===== config.mk =====
export PLATFORM = sky130hd
export DESIGN_NAME = pairword_cpu
export DESIGN_NICKNAME = d
export VERILOG_FILES = /design/src/rtl/pwc_pkg.sv /design/src/rtl/pwc_regfile.sv /design/src/rtl/pwc_alu.sv /design/src/rtl/pwc_sequencer.sv /design/src/rtl/pairword_cpu.sv
export SDC_FILE = /design/constraint.sdc
export NUM_CORES = 1
export LEC_CHECK = 0
export BUFFER_PORTS_ARGS = -buffer_cell sky130_fd_sc_hd__buf_2
export CAP_MARGIN = 20
export CORE_MARGIN = 5
export CORE_UTILIZATION = 55
export CTS_BUF_LIST = sky130_fd_sc_hd__clkbuf_4
export DETAILED_ROUTE_END_ITERATION = 6
export HOLD_SLACK_MARGIN = 0.05
export PLACE_DENSITY = 0.82
export SLEW_MARGIN = 10
export SYNTH_ARGS = -nofsm -noshare
export SYNTH_HDL_FRONTEND = slang
export SYNTH_SLANG_ARGS = --single-unit
export TNS_END_PERCENT = 1

===== constraint.sdc =====
create_clock -name clk -period 5 [get_ports clk]
set_input_delay 0.5 -clock clk [delete_from_list [all_inputs] [get_ports clk]]
set_output_delay 0.5 -clock clk [all_outputs]
set_load 0.1 [all_outputs]

===== src/rtl/pwc_pkg.sv =====
// Shared types and field helpers for the two-word instruction processor.
// Assumes the instruction sits in the low eight bits of a memory word.
package pwc_pkg;
    localparam int NUM_REGS = 4;
    localparam int SEL_W    = $clog2(NUM_REGS);
    localparam int INSTR_W  = 8;

    typedef enum logic [1:0] {
        OPC_MEM   = 2'd0,
        OPC_MOVE  = 2'd1,
        OPC_ARITH = 2'd2,
        OPC_JUMP  = 2'd3
    } opc_t;

    typedef enum logic [1:0] {
        ST_FETCH = 2'd0,
        ST_EXEC  = 2'd1,
        ST_ADDR  = 2'd2,
        ST_LOAD  = 2'd3
    } seq_t;

    function automatic opc_t field_opc(input logic [INSTR_W-1:0] w);
        return opc_t'(w[7:6]);
    endfunction

    function automatic logic field_mod(input logic [INSTR_W-1:0] w);
        return w[5];
    endfunction

    function automatic logic [SEL_W-1:0] field_dst(input logic [INSTR_W-1:0] w);
        return w[3:2];
    endfunction

    function automatic logic [SEL_W-1:0] field_src(input logic [INSTR_W-1:0] w);
        return w[1:0];
    endfunction
endpackage


===== src/rtl/pwc_regfile.sv =====
// Four-entry register bank with one write port and two read ports.
// Assumes a synchronous active-low reset; reads are combinational.
module pwc_regfile
    import pwc_pkg::*;
#(
    parameter int DW = 8
) (
    input  logic             clk,
    input  logic             rst_n,
    input  logic             we,
    input  logic [SEL_W-1:0] wsel,
    input  logic [DW-1:0]    wdata,
    input  logic [SEL_W-1:0] rsel_a,
    input  logic [SEL_W-1:0] rsel_b,
    output logic [DW-1:0]    rdata_a,
    output logic [DW-1:0]    rdata_b
);
    logic [NUM_REGS-1:0][DW-1:0] bank;

    for (genvar g = 0; g < NUM_REGS; g++) begin : g_reg
        logic [DW-1:0] q;
        // Hold one register; clear on reset, load when selected.
        always_ff @(posedge clk) begin
            if (!rst_n) begin
                q <= '0;
            end else if (we && (wsel == SEL_W'(g))) begin
                q <= wdata;
            end
        end
        assign bank[g] = q;
    end

    assign rdata_a = bank[rsel_a];
    assign rdata_b = bank[rsel_b];
endmodule


===== src/rtl/pwc_alu.sv =====
// Combinational data unit for the move/complement and add/subtract classes.
// Assumes a = R(A1) and b = R(A2); carry is the no-borrow flag on subtraction.
module pwc_alu
    import pwc_pkg::*;
#(
    parameter int DW = 8
) (
    input  opc_t          opc,
    input  logic          modif,
    input  logic [DW-1:0] a,
    input  logic [DW-1:0] b,
    output logic [DW-1:0] result,
    output logic          carry_out,
    output logic          carry_we
);
    localparam int SUM_W = DW + 1;
    logic [SUM_W-1:0] sum;

    // Pick the operation from class and modifier.
    always_comb begin
        sum       = '0;
        result    = b;
        carry_out = 1'b0;
        case (opc)
            OPC_MOVE: begin
                result = modif ? ~b : b;
            end
            OPC_ARITH: begin
                if (modif) begin
                    sum = {1'b0, a} + {1'b0, ~b} + SUM_W'(1);
                end else begin
                    sum = {1'b0, a} + {1'b0, b};
                end
                result    = sum[DW-1:0];
                carry_out = sum[DW];
            end
            default: begin
                result = b;
            end
        endcase
    end

    assign carry_we = (opc == OPC_ARITH);
endmodule


===== src/rtl/pwc_sequencer.sv =====
// Fetch/execute control: program counter, carry flag, instruction hold and
// memory port drive. Assumes memory returns read data one cycle after the
// request, and that an address word follows each class 0 and class 3 instruction.
module pwc_sequencer
    import pwc_pkg::*;
#(
    parameter int DW = 8
) (
    input  logic             clk,
    input  logic             rst_n,
    input  logic [DW-1:0]    mem_rdata,
    input  logic [DW-1:0]    reg_a,
    input  logic [DW-1:0]    reg_b,
    input  logic [DW-1:0]    alu_result,
    input  logic             alu_carry,
    input  logic             alu_carry_we,
    output logic [DW-1:0]    mem_addr,
    output logic             mem_rd_en,
    output logic             mem_wr_en,
    output logic [DW-1:0]    mem_wdata,
    output logic [DW-1:0]    pc,
    output logic             flag_c,
    output logic             rf_we,
    output logic [SEL_W-1:0] rf_wsel,
    output logic [DW-1:0]    rf_wdata,
    output logic [SEL_W-1:0] rsel_a,
    output logic [SEL_W-1:0] rsel_b,
    output opc_t             cur_opc,
    output logic             cur_mod,
    output logic             in_exec,
    output logic             in_addr
);
    localparam logic [DW-1:0] STEP1 = DW'(1);
    localparam logic [DW-1:0] STEP2 = DW'(2);

    seq_t             state_q, state_d;
    logic [DW-1:0]    pc_q, pc_d;
    logic             c_q, c_d;
    opc_t             ir_opc_q, ir_opc_d;
    logic             ir_mod_q, ir_mod_d;
    logic [SEL_W-1:0] ir_dst_q, ir_dst_d;
    logic [SEL_W-1:0] ir_src_q, ir_src_d;
    logic [SEL_W-1:0] cur_dst, cur_src;
    logic [DW-1:0]    addr_word;

    // Decode straight from the bus in execute, from the held copy afterwards.
    always_comb begin
        if (state_q == ST_EXEC) begin
            cur_opc = field_opc(mem_rdata[INSTR_W-1:0]);
            cur_mod = field_mod(mem_rdata[INSTR_W-1:0]);
            cur_dst = field_dst(mem_rdata[INSTR_W-1:0]);
            cur_src = field_src(mem_rdata[INSTR_W-1:0]);
        end else begin
            cur_opc = ir_opc_q;
            cur_mod = ir_mod_q;
            cur_dst = ir_dst_q;
            cur_src = ir_src_q;
        end
    end

    assign addr_word = mem_rdata;
    assign rsel_a    = cur_dst;
    assign rsel_b    = cur_src;
    assign rf_wsel   = cur_dst;

    // Next-state, program counter, flag and memory port decisions.
    always_comb begin
        state_d   = state_q;
        pc_d      = pc_q;
        c_d       = c_q;
        ir_opc_d  = ir_opc_q;
        ir_mod_d  = ir_mod_q;
        ir_dst_d  = ir_dst_q;
        ir_src_d  = ir_src_q;
        mem_addr  = pc_q;
        mem_rd_en = 1'b0;
        mem_wr_en = 1'b0;
        mem_wdata = reg_b;
        rf_we     = 1'b0;
        rf_wdata  = alu_result;
        case (state_q)
            ST_FETCH: begin
                mem_addr  = pc_q;
                mem_rd_en = 1'b1;
                state_d   = ST_EXEC;
            end
            ST_EXEC: begin
                ir_opc_d = cur_opc;
                ir_mod_d = cur_mod;
                ir_dst_d = cur_dst;
                ir_src_d = cur_src;
                if (cur_opc == OPC_MEM || cur_opc == OPC_JUMP) begin
                    mem_addr  = pc_q + STEP1;
                    mem_rd_en = 1'b1;
                    state_d   = ST_ADDR;
                end else begin
                    rf_we    = 1'b1;
                    rf_wdata = alu_result;
                    pc_d     = pc_q + STEP1;
                    if (alu_carry_we) begin
                        c_d = alu_carry;
                    end
                    state_d = ST_FETCH;
                end
            end
            ST_ADDR: begin
                mem_addr = addr_word;
                if (ir_opc_q == OPC_MEM) begin
                    if (!ir_mod_q) begin
                        mem_rd_en = 1'b1;
                        state_d   = ST_LOAD;
                    end else begin
                        mem_wr_en = 1'b1;
                        mem_wdata = reg_b;
                        pc_d      = pc_q + STEP2;
                        state_d   = ST_FETCH;
                    end
                end else begin
                    if (!ir_mod_q || c_q) begin
                        pc_d = addr_word;
                    end else begin
                        pc_d = pc_q + STEP2;
                    end
                    state_d = ST_FETCH;
                end
            end
            ST_LOAD: begin
                rf_we    = 1'b1;
                rf_wdata = mem_rdata;
                pc_d     = pc_q + STEP2;
                state_d  = ST_FETCH;
            end
            default: begin
                state_d = ST_FETCH;
            end
        endcase
    end

    // Register control state; reset restarts at address 0 with C clear.
    always_ff @(posedge clk) begin
        if (!rst_n) begin
            state_q  <= ST_FETCH;
            pc_q     <= '0;
            c_q      <= 1'b0;
            ir_opc_q <= OPC_MEM;
            ir_mod_q <= 1'b0;
            ir_dst_q <= '0;
            ir_src_q <= '0;
        end else begin
            state_q  <= state_d;
            pc_q     <= pc_d;
            c_q      <= c_d;
            ir_opc_q <= ir_opc_d;
            ir_mod_q <= ir_mod_d;
            ir_dst_q <= ir_dst_d;
            ir_src_q <= ir_src_d;
        end
    end

    assign pc      = pc_q;
    assign flag_c  = c_q;
    assign in_exec = (state_q == ST_EXEC);
    assign in_addr = (state_q == ST_ADDR);
endmodule


===== src/rtl/pairword_cpu.sv =====
// Top of the four-register processor: joins sequencer, register bank and
// data unit. Assumes DW >= 8 and a synchronous memory with one cycle of read latency.
module pairword_cpu
    import pwc_pkg::*;
#(
    parameter int DW = 8
) (
    input  logic          clk,
    input  logic          rst_n,
    output logic [DW-1:0] mem_addr,
    output logic          mem_rd_en,
    output logic          mem_wr_en,
    output logic [DW-1:0] mem_wdata,
    input  logic [DW-1:0] mem_rdata,
    output logic [DW-1:0] pc_out,
    output logic          flag_c
);
    logic [DW-1:0]    reg_a, reg_b, alu_result, rf_wdata;
    logic             alu_carry, alu_carry_we, rf_we;
    logic [SEL_W-1:0] rf_wsel, rsel_a, rsel_b;
    opc_t             cur_opc;
    logic             cur_mod;
    logic             in_exec, in_addr;

    pwc_sequencer #(.DW(DW)) u_seq (
        .clk          (clk),
        .rst_n        (rst_n),
        .mem_rdata    (mem_rdata),
        .reg_a        (reg_a),
        .reg_b        (reg_b),
        .alu_result   (alu_result),
        .alu_carry    (alu_carry),
        .alu_carry_we (alu_carry_we),
        .mem_addr     (mem_addr),
        .mem_rd_en    (mem_rd_en),
        .mem_wr_en    (mem_wr_en),
        .mem_wdata    (mem_wdata),
        .pc           (pc_out),
        .flag_c       (flag_c),
        .rf_we        (rf_we),
        .rf_wsel      (rf_wsel),
        .rf_wdata     (rf_wdata),
        .rsel_a       (rsel_a),
        .rsel_b       (rsel_b),
        .cur_opc      (cur_opc),
        .cur_mod      (cur_mod),
        .in_exec      (in_exec),
        .in_addr      (in_addr)
    );

    pwc_regfile #(.DW(DW)) u_rf (
        .clk     (clk),
        .rst_n   (rst_n),
        .we      (rf_we),
        .wsel    (rf_wsel),
        .wdata   (rf_wdata),
        .rsel_a  (rsel_a),
        .rsel_b  (rsel_b),
        .rdata_a (reg_a),
        .rdata_b (reg_b)
    );

    pwc_alu #(.DW(DW)) u_alu (
        .opc       (cur_opc),
        .modif     (cur_mod),
        .a         (reg_a),
        .b         (reg_b),
        .result    (alu_result),
        .carry_out (alu_carry),
        .carry_we  (alu_carry_we)
    );
endmodule


### Yosys cells after proc, flatten, opt, wreduce, memory -nomap -nowiden

Index checks and enable logic that the tools add are counted.
Widths: inputs -> output; s select.

| storage, ports and cells | value |
|---|---|
| bits in registers | 50 |
| bits of input ports | 10 |
| word-level logic and storage cells | 77 |
| output and inout port bits | 27 |

| operators by class | value |
|---|---|
| reduce and logical (&&, ||, !) cells | 14 |
| add/sub/neg operators | 5 |
| bitwise operators | 2 |
| eq/ne operators | 11 |
| order comparisons | 2 |
| mux-type cells | 32 |

Operators with widths:

| kind | count |
|---|---|
| $mux 8 | 9 |
| $bmux 8 s2 | 2 |
| $pmux 8 s2 | 2 |
| $pmux 8 s3 | 1 |
| $add 8x8->9 | 2 |
| $eq 2x2->1 const B | 6 |
| $mux 2 | 6 |
| $add 9x1->9 const B | 1 |
| $mux 9 | 1 |
| $add 8x1->8 const B | 1 |
| $add 8x2->8 const B | 1 |
| $logic_not 2->1 | 4 |
| $mux 1 | 8 |
| $not 8->8 | 1 |
| $pmux 2 s4 | 1 |
| $eq 2x1->1 const B | 3 |
| $lt 2x3->1 const B | 2 |
| $reduce_and 3->1 | 2 |
| $logic_and 1x1->1 | 4 |
| $ne 3x2->1 const B | 1 |
| $pmux 1 s3 | 1 |
| $reduce_bool 3->1 | 1 |
| $logic_or 1x1->1 | 2 |
| $ne 2x2->1 const B | 1 |
| 3 further kinds | 3 |

### Logic depth before layout (Yosys ltp)

Gate-level depths: netlist (run 1).

| logic depth | value |
|---|---|
| depth after elaboration | 10 |
| mapped depth | 18 |
| depth with buffers taken out | 14 |

### By module

From an unflattened synthesis (run 1), not the netlist that was laid out.

| second synthesis, totals | value |
|---|---|
| cells, all modules | 475 |
| area, all modules | 4235.3 um^2 |

By module, submodules not included:

| module | area an instance (um^2) | cells each | instances |
|---|---|---|---|
| pwc_sequencer | 1691.6 | 211 | 1 |
| pwc_regfile | 1556.5 | 135 | 1 |
| pwc_alu | 987.2 | 129 | 1 |

### Worst setup path after synthesis (run 1)

Ideal clock, no wire load.

| timing | value |
|---|---|
| path kind | flip-flop to output port |
| start | register u_seq.state_q[1] |
| end | output mem_addr[7] |
| required time | 4500 ps |
| cell stages (with the launch flop) | 16 |
| slack | -191 ps |
| arrival time | 4691 ps |
| buffers on the path | 6 |
| cell sequence | dfxtp_1 -> inv_1 -> ha_1 -> buf_6 -> buf_12 -> buf_4 -> buf_4 -> mux2i_1 -> inv_1 -> ha_1 -> clkbuf_1 -> clkbuf_1 -> nand2_1 -> nor2_1 -> o21ai_0 -> o21ai_0 |

| between the ends | value |
|---|---|
| longest elaborated chain between the ends | 6 |
| elaborated cells between the ends (all ways) | 8 |
| those cells by class | 3 x eq/ne; 3 x mux; 2 x reduce/logical |

RTL lines:

| element | RTL line | text |
|---|---|---|
| start, declared | pwc_sequencer.sv:36 | `seq_t state_q, state_d;` |
| start signal, assigned | pwc_sequencer.sv:150 | `state_q <= state_d;` |
| $eq 2x1->1 * | n/a |  |
| $mux 2 * | pwc_sequencer.sv:48 | `if (state_q == ST_EXEC) begin` |
| via cur_opc[1] | pairword_cpu.sv:21 | `opc_t cur_opc;` |
| $eq 2x2->1 / $logic_not 2->1 (equally long branches) | pwc_sequencer.sv:92 | `if (cur_opc == OPC_MEM \|\| cur_opc == OPC_JUMP) begin` |
| $logic_or 1x1->1 * | pwc_sequencer.sv:92 |  |
| $mux 8 * | pwc_sequencer.sv:92 |  |
| $pmux 8 s2 * | pwc_sequencer.sv:81 | `case (state_q)` |
| end, declared | pairword_cpu.sv:10 | `output logic [DW-1:0] mem_addr,` |

The timed path passes the listed nets; every way through them passes the cells marked *.

### Worst setup path in the final report (run 1)

| timing | value |
|---|---|
| start | register u_seq.state_q[1] |
| end | register u_rf.g_reg[1].q[3] |

| between the ends | value |
|---|---|
| longest elaborated chain between the ends | 10 |
| elaborated cells between the ends (all ways) | 27 |
| those cells by class | 3 x add/sub; 6 x eq/ne; 14 x mux; 1 x bitwise; 3 x reduce/logical |

RTL lines:

| element | RTL line | text |
|---|---|---|
| $eq 2x1->1 | n/a |  |
| $mux 2 | pwc_sequencer.sv:48 |  |
| $bmux 8 s2 | pwc_regfile.sv:34 | `assign rdata_b = bank[rsel_b];` |
| $mux 8 (not written as such) | pwc_regfile.sv:34 |  |
| $not 8->8 | pwc_alu.sv:26, pwc_alu.sv:30 |  |
| $add 8x8->9 | pwc_alu.sv:30 | `sum = {1'b0, a} + {1'b0, ~b} + SUM_W'(1);` |
| $add 9x1->9 | pwc_alu.sv:30 |  |
| $mux 9 | pwc_alu.sv:29 | `if (modif) begin` |
| $pmux 8 s2 | pwc_alu.sv:24 | `case (opc)` |
| $mux 8 | n/a |  |
| end signal, assigned | pwc_regfile.sv:27 | `q <= wdata;` |
| end, declared | pwc_regfile.sv:21 | `logic [DW-1:0] q;` |

Several ways; a longest one is shown, not always the timed one. The select of a mux whose other input is x is not followed.
A chain may end at the register's enable or synchronous reset.

==> impl_metrics.ini, run 1 <==
[outcome]
status = complete, no violations

[clock_tree]
clockBufferDepth = 2
post_cts_hold_buffer_count = 0
cts_tree = built
numCtsBuffers = 5
clkSlewWorstSetupHoldPaths_ns = 0.18
clk_root_buffer_cell = sky130_fd_sc_hd__clkbuf_4
clock_tree.htree_level_count = 2
post_cts_resized = 0
clock_latency_ns = 0.38
postCtsSetupRepairBufs = 0
cts.sink_count = 50

[sta]
final_max_slew_viol_count = 0
slew_headroom_pct = 36.7
max_freq_mhz = 225
finalHoldWorstSlack_ns = 0.497
tightestPinTransition_ns = 0.949
hold_viol_final = 0
timing.clock.skew_ns = 0.0250
fin_crit_sh_pct = 89.0
grt_setup_unrepaired = no
timing.final.setup_violations = 0
period_minus_slack_ns = 4.45

[yosys]
synth_largest_area_cell = sky130_fd_sc_hd__dfxtp_1
ys_seq_elements = 50
synthDistinctLibCells = 70
synthCells = 572
synth_top_cell_area_share_pct = 22.1
syn_area_sq_um = 4530
avgSynthCellArea_sq_um = 7.91
synthArstFlopShare_pct = 0
mappedNetlistNets = 609
post_synth_main_area_contributors = sky130_fd_sc_hd__dfxtp_1 22%, sky130_fd_sc_hd__ha_1 6.9%, sky130_fd_sc_hd__o21ai_0 4.8%
ys_warn_count = 0
ys.flop_type = sky130_fd_sc_hd__dfxtp_1
synth_seq_area_share_pct = 22.1
synth-edff-count = 0

[die]
core_area_sq_um = 8130
chipWidth_microns = 101
rows = 33
initial_utilization_pct = 55.6
total_i_o_pin_count = 37
die_y_microns = 101
floorplan.die_area_sq_um = 10100

[worst_setup_path]
startpoint_type = flip-flop
endpoint_kind_of_the_worst_setup_timing_path = flip-flop
timing.critical_path.slowest_stage_cell = sky130_fd_sc_hd__ha_1
critical_path.max_stage_delay_ns = 0.56
cp_num_buf_inv = 3
setup.worst_path.class = reg -> reg
critical_path_required_ns = 5.24
path_max_fanout = 14
critical_path_cell_by_cell = inv_1 -> ha_1 -> buf_4 -> mux2i_4 -> a22oi_1 -> nor2_1 -> inv_1 -> ha_1 -> nor3b_1 -> nor3_1 -> o211ai_1 -> mux2i_1 -> a211oi_1 -> o41ai_1
cp.arrival_ns = 4.69
critical_path.top_delay_family = compound AO/OA/AOI/OAI gates

[final_layout]
antenna-diode-count = 0
num-nets-final = 616
synthToLayoutAreaGrowth_pct = 5.28
post_route_cells_drive_above_1_share_pct = 14.8

[detailed_routing]
vias_cell = 6.72
num_vias = 4600
post-route-drc-count = 0
route.final.wire_length_mm = 13.3
initialDrtViolationCount = 774
post_drt_wl_per_cell_microns = 19.4
postRouteAntennaNets = 0
drt-pass1-iter-count = 7

[job]
max-cap-violations = 0

[placed_design]
place_hpwl_mm = 9.77
port-buffer-count = 36
gp_routability_congestion = 1.03

[grt]
grt_pass1_vias = 4149
grtUsageTotal_pct = 25.9
grt_first_pass_wirelength_mm = 21.5
grt.overflow.total = 0
antenna_found_initial = 0
pin_count_of_the_biggest_net_entering_global_routing = 60

[pwr]
total_leakage_power_nw = 1.88
post-layout-total-power_w = 0.00153
p_per_area_nw_per_um2 = 321
max-vdd-ir-drop_v = 0.000138

[hold_path]
worst_hold_path_type = in -> reg
==> worst reg2reg max path: stages, from the launching register on <==
cell                       delay (ns)
sky130_fd_sc_hd__dfxtp_1         0.36
sky130_fd_sc_hd__inv_1           0.10
sky130_fd_sc_hd__ha_1            0.56
sky130_fd_sc_hd__buf_4           0.29
sky130_fd_sc_hd__mux2i_4         0.41
sky130_fd_sc_hd__a22oi_1         0.19
sky130_fd_sc_hd__nor2_1          0.30
sky130_fd_sc_hd__inv_1           0.08
sky130_fd_sc_hd__ha_1            0.41
sky130_fd_sc_hd__nor3b_1         0.42
sky130_fd_sc_hd__nor3_1          0.18
sky130_fd_sc_hd__o211ai_1        0.20
sky130_fd_sc_hd__mux2i_1         0.10
sky130_fd_sc_hd__a211oi_1        0.54
sky130_fd_sc_hd__o41ai_1         0.19
==> power by group <==
| group | switching [W] | internal (W) | total (W) |
|---|---|---|---|
| combinational | 0.000579 | 0.000227 | 0.000807 |
| sequential | 0.0000391 | 0.000423 | 0.000462 |
| clock | 0.000149 | 0.000109 | 0.000258 |
| total | 0.000768 | 0.000759 | 0.00153 |
==> final timing paths <==
kind	slack [ns]	to	startpoint	cells past startpoint
worst max-delay path	0.55	u_rf.g_reg[1].q[3]	u_seq.state_q[1]	14
worst max register to register	0.55	u_rf.g_reg[1].q[3]	u_seq.state_q[1]	14
worst min register to register	0.52	u_rf.g_reg[1].q[4]	u_rf.g_reg[1].q[4]	2
worst min-delay path	0.50	u_seq.pc[4]	mem_rdata[4]	3
==> placed cells by master, fill, tap and decap left out, types with 9 or more instances in the layout <==
cell                       synthesis  routed
sky130_fd_sc_hd__nand3_1          28      28
sky130_fd_sc_hd__buf_2             9      36
sky130_fd_sc_hd__ha_1             25      25
sky130_fd_sc_hd__a21oi_1          27      27
sky130_fd_sc_hd__mux2i_1          14      14
sky130_fd_sc_hd__inv_1            35      35
sky130_fd_sc_hd__nor2_1           39      39
sky130_fd_sc_hd__nor3_1           11      11
sky130_fd_sc_hd__dfxtp_1          50      50
sky130_fd_sc_hd__o21ai_0          43      42
sky130_fd_sc_hd__o211ai_1         10      10
sky130_fd_sc_hd__nor2b_1          16      16
sky130_fd_sc_hd__xnor2_1           9       9
sky130_fd_sc_hd__nand2_1          50      50
sky130_fd_sc_hd__a211oi_1         10      10
==> logic make-up (layout without fill, tap and decap cells) <==
kind of cell,Yosys count,count (layout),share of synthesized area (%)
compound gates,190,190,30.1
buf+inv,79,87,7.74
flops,50,50,22.1
fa+ha+maj,27,27,7.80
xor+xnor,13,13,2.52
mux,32,32,10.4
simple gates,181,181,19.4
==> flip-flops by register name (all words and copies together) (netlist names) <==
name	cells
u_seq.flag_c	1
u_seq.state_q	2
u_seq.pc	8
u_seq.ir_src_q	2
u_seq.ir_opc_q	2
u_seq.ir_dst_q	2
u_rf.g.q	32
u_seq.ir_mod_q	1
==> synth_stat cells, types with 10 or more instances <==
cell type                   n
sky130_fd_sc_hd__nor3_1    11
sky130_fd_sc_hd__inv_1     35
sky130_fd_sc_hd__nand2_1   50
sky130_fd_sc_hd__nor2_1    39
sky130_fd_sc_hd__dfxtp_1   50
sky130_fd_sc_hd__mux2i_1   14
sky130_fd_sc_hd__nor2b_1   16
sky130_fd_sc_hd__ha_1      25
sky130_fd_sc_hd__a21oi_1   27
sky130_fd_sc_hd__clkbuf_1  26
sky130_fd_sc_hd__o21ai_0   43
sky130_fd_sc_hd__a211oi_1  10
sky130_fd_sc_hd__nand3_1   28
sky130_fd_sc_hd__o211ai_1  10
==> metrics by stage <==
stage / worst slack (ns) / std cells / utilization [%] / TNS (ns) / instance area [sq um]
finish: 0.548 / 685 / 58.6 / 0 / 4760
global route: 0.376 / 685 / 58.6 / 0 / 4760
CTS: 0.740 / 685 / 58.6 / 0 / 4760
detailed placement: 0.791 / 677 / 57.5 / 0 / 4680
global placement: 0.956 / 677 / 57.5 / 0 / 4680
floorplan: -0.178 / 572 / - / -0.310 / 4530
==> cell type report <==
class	instances	area (sq um)
repair buffers	44	240
inverters	35	131
flip-flops and latches	50	1000
well taps	105	131
clock inverters	3	48.8
fillers	714	3370
multi-input cells	443	3170
clock buffers	5	37.5
==> per-layer routing <==
layer | GRT usage [%] | vias to the layer above | part of all wire [%]
met1 | 37.8 | 2130 | 41
met2 | 38.7 | 300 | 45
met3 | 4.01 | 41 | 11
li1 | - | 2129 | -
met5 | 0 | - | 0
met4 | 8.39 | 0 | 3.2
Power figures use the tool's default switching activity.
==> run 2, diff against run 1 <==
--- a/config.mk
+++ b/config.mk
@@ -5,6 +5,7 @@
 export SDC_FILE = /design/constraint.sdc
 export NUM_CORES = 1
 export LEC_CHECK = 0
+export ABC_AREA = 1
 export BUFFER_PORTS_ARGS = -buffer_cell sky130_fd_sc_hd__buf_2
 export CAP_MARGIN = 20
 export CORE_MARGIN = 5
==> run 2 against run 1 <==
Effect of this change:
- clock-buffer cell count did not move
- cell count rose by 26%
- routed wire length barely moved
- sequential share of layout area barely moved
- utilization rose by 0.39 points
- synthesized area fell by 0.58%
- first-iteration DRC count fell by 29%
- flip-flop and latch count did not move
- register-to-register slack improved by 0.31 ns
==> impl_metrics.ini, run 2 <==
[yosys]
post_synth_main_area_contributors = sky130_fd_sc_hd__dfxtp_1 22%, sky130_fd_sc_hd__nand2_1 16%, sky130_fd_sc_hd__inv_1 11%
synth-edff-count = 0
avgSynthCellArea_sq_um = 6.13
ys_warn_count = 0
synth_largest_area_cell = sky130_fd_sc_hd__dfxtp_1
synthArstFlopShare_pct = 0
mappedNetlistNets = 771
synthCells = 734
ys.flop_type = sky130_fd_sc_hd__dfxtp_1
yosysMostFrequentCell = sky130_fd_sc_hd__nand2_1
post_synth_most_frequent_cells = 188 x sky130_fd_sc_hd__nand2_1, 131 x sky130_fd_sc_hd__inv_1, 89 x sky130_fd_sc_hd__nand3_1
synth_seq_area_share_pct = 22.2
synthDistinctLibCells = 40
ys_seq_elements = 50
synth_top_cell_area_share_pct = 22.2
syn_area_sq_um = 4500

[clock_tree]
clkSlewWorstSetupHoldPaths_ns = 0.15
cts.sink_count = 50
post_cts_resized = 0
post_cts_hold_buffer_count = 0
numCtsBuffers = 5
postCtsSetupRepairBufs = 0
clockBufferDepth = 2
clk_root_buffer_cell = sky130_fd_sc_hd__clkbuf_4
cts_tree = built
clock_latency_ns = 0.39
clock_tree.htree_level_count = 2

[worst_setup_path]
endpoint_kind_of_the_worst_setup_timing_path = output port
timing.critical_path.mode_cell = sky130_fd_sc_hd__inv_1
critical_path.max_stage_delay_ns = 0.60
setup.worst_path.class = reg -> out
critical_path.top_delay_family = buffers and inverters
startpoint_type = flip-flop
critical_path_cell_by_cell = inv_1 -> ha_1 -> inv_4 -> or2_2 -> o21ai_0 -> inv_1 -> ha_1 -> inv_1 -> a21oi_1 -> o22ai_1 -> buf_2
critical_path_required_ns = 4.50
path_max_fanout = 16
timing.critical_path.slowest_stage_cell = sky130_fd_sc_hd__ha_1
cp_num_buf_inv = 5
cp.arrival_ns = 3.84

[final_layout]
antenna-diode-count = 0
most-common-layout-cells = 188 x sky130_fd_sc_hd__nand2_1, 131 x sky130_fd_sc_hd__inv_1, 89 x sky130_fd_sc_hd__nand3_1
largest_reg_flops = 32
synthToLayoutAreaGrowth_pct = 6.06
non_filler_instance_count_after_layout = 860
layout.cells.most_common = sky130_fd_sc_hd__nand2_1
num-nets-final = 791
max_flop_register = u_rf.g.q
post_route_cells_drive_above_1_share_pct = 12.1

[sta]
max_freq_mhz = 231
timing.clock.skew_ns = 0.0113
period_minus_slack_ns = 4.34
tightestPinTransition_ns = 0.874
hold_viol_final = 0
fin_crit_sh_pct = 86.7
final_max_slew_viol_count = 0
finalSetupTns_ns = 0
grt_setup_unrepaired = no
timing.final.setup_violations = 0
postLayoutSetupSlackWorst_ns = 0.663
slew_headroom_pct = 41.1

[detailed_routing]
drt-pass1-iter-count = 5
initialDrtViolationCount = 549
route.final.wire_length_mm = 13.3
vias_cell = 5.71
post_drt_wl_per_cell_microns = 15.4
postRouteAntennaNets = 0
post-route-drc-count = 0
num_vias = 4909

[pwr]
max-vdd-ir-drop_v = 0.000179
total_leakage_power_nw = 2.46
p_per_area_nw_per_um2 = 384

[hold_path]
worst_hold_path_type = reg -> reg

[die]
floorplan.die_area_sq_um = 10100
rows = 33
initial_utilization_pct = 55.6
die_y_microns = 100
chipWidth_microns = 100
core_area_sq_um = 8090
total_i_o_pin_count = 37

[outcome]
status = complete, no violations

[grt]
grt_pass1_vias = 4483
grt_first_pass_wirelength_mm = 21.8
grt.overflow.total = 0
antenna_found_initial = 0
grtUsageTotal_pct = 26.8
pin_count_of_the_biggest_net_entering_global_routing = 21

[placed_design]
gp_routability_congestion = 0.970
post-place-cells = 852
port-buffer-count = 36
dpl_worst_slack_ns = 0.995
place_hpwl_mm = 10.2

[job]
max-cap-violations = 0
[run 2: worst paths after layout]
kind,depth (start not counted),from,slack [ns],end
setup / recovery,11,u_seq.state_q[1],0.66,mem_addr[2]
setup reg to reg,25,u_seq.state_q[1],0.86,u_rf.g_reg[0].q[6]
hold / removal,2,u_seq.flag_c,0.54,u_seq.flag_c
hold reg to reg,2,u_seq.flag_c,0.54,u_seq.flag_c
[run 2: through the flow]
step / total power, W / util, % / instance area (sq um) / hold slack, ns
after CTS: 0.00181 / 59.0 / 4770 / 0.515
after floorplan: 0.00139 / - / 4500 / 0.513
after global placement: 0.00159 / 57.9 / 4680 / 0.521
after detailed placement: 0.00161 / 58.2 / 4710 / 0.509
after global routing: 0.00196 / 59.0 / 4770 / 0.549
final: 0.00183 / 59.0 / 4770 / 0.536
[run 2: area by class of cell]
class                           count  area, sq um
Fill cell                         823         3320
Multi-Input combinational cell    518         2820
Sequential cell                    50         1000
Inverter                          142          546
Timing Repair Buffer               37          208
Tap cell                          105          131
Clock buffer                        5         37.5
Clock inverter                      3         25.0
[run 2: kinds of logic after synthesis]
group	after synthesis	synth area share, %
compound gates	134	18.7
buf+inv	166	15.0
simple gates	349	34.7
xor+xnor	8	1.56
fa+ha+maj	27	7.84
flops	50	22.2
[run 2: power by group]
group          total (W)  leakage, nW  switching [W]  internal, W
registers       0.000467        0.407      0.0000326     0.000434
logic            0.00116         2.02       0.000850     0.000310
clock network   0.000207       0.0318       0.000149    0.0000577
total            0.00183         2.46        0.00103     0.000802
[run 2: per-layer routing]
metal  routed length, microns  GRT usage (%)
met2                     5850           40.1
met4                      395           10.3
met3                     1230           4.03
met1                     5810           38.6
met5                        0              0
[run 2: worst reg2reg max path, stage by stage (launching register included)]
cell and delay (ns):
sky130_fd_sc_hd__dfxtp_1 0.36, sky130_fd_sc_hd__inv_1 0.12, sky130_fd_sc_hd__ha_1 0.60, sky130_fd_sc_hd__inv_4 0.13, sky130_fd_sc_hd__or2_1 0.25, sky130_fd_sc_hd__o21ai_2 0.14
sky130_fd_sc_hd__nor2_1 0.11, sky130_fd_sc_hd__inv_2 0.18, sky130_fd_sc_hd__o22ai_1 0.10, sky130_fd_sc_hd__a21oi_1 0.12, sky130_fd_sc_hd__o21a_1 0.22, sky130_fd_sc_hd__ha_1 0.22
sky130_fd_sc_hd__inv_1 0.08, sky130_fd_sc_hd__fa_1 0.39, sky130_fd_sc_hd__inv_1 0.08, sky130_fd_sc_hd__nand2_1 0.07, sky130_fd_sc_hd__nand2_1 0.09, sky130_fd_sc_hd__nand3_1 0.12
sky130_fd_sc_hd__nand3_1 0.09, sky130_fd_sc_hd__nand3_1 0.08, sky130_fd_sc_hd__nand3_1 0.07, sky130_fd_sc_hd__nand3_1 0.09, sky130_fd_sc_hd__nand2_2 0.13, sky130_fd_sc_hd__nand3_1 0.10
sky130_fd_sc_hd__nand2_1 0.08, sky130_fd_sc_hd__inv_1 0.04
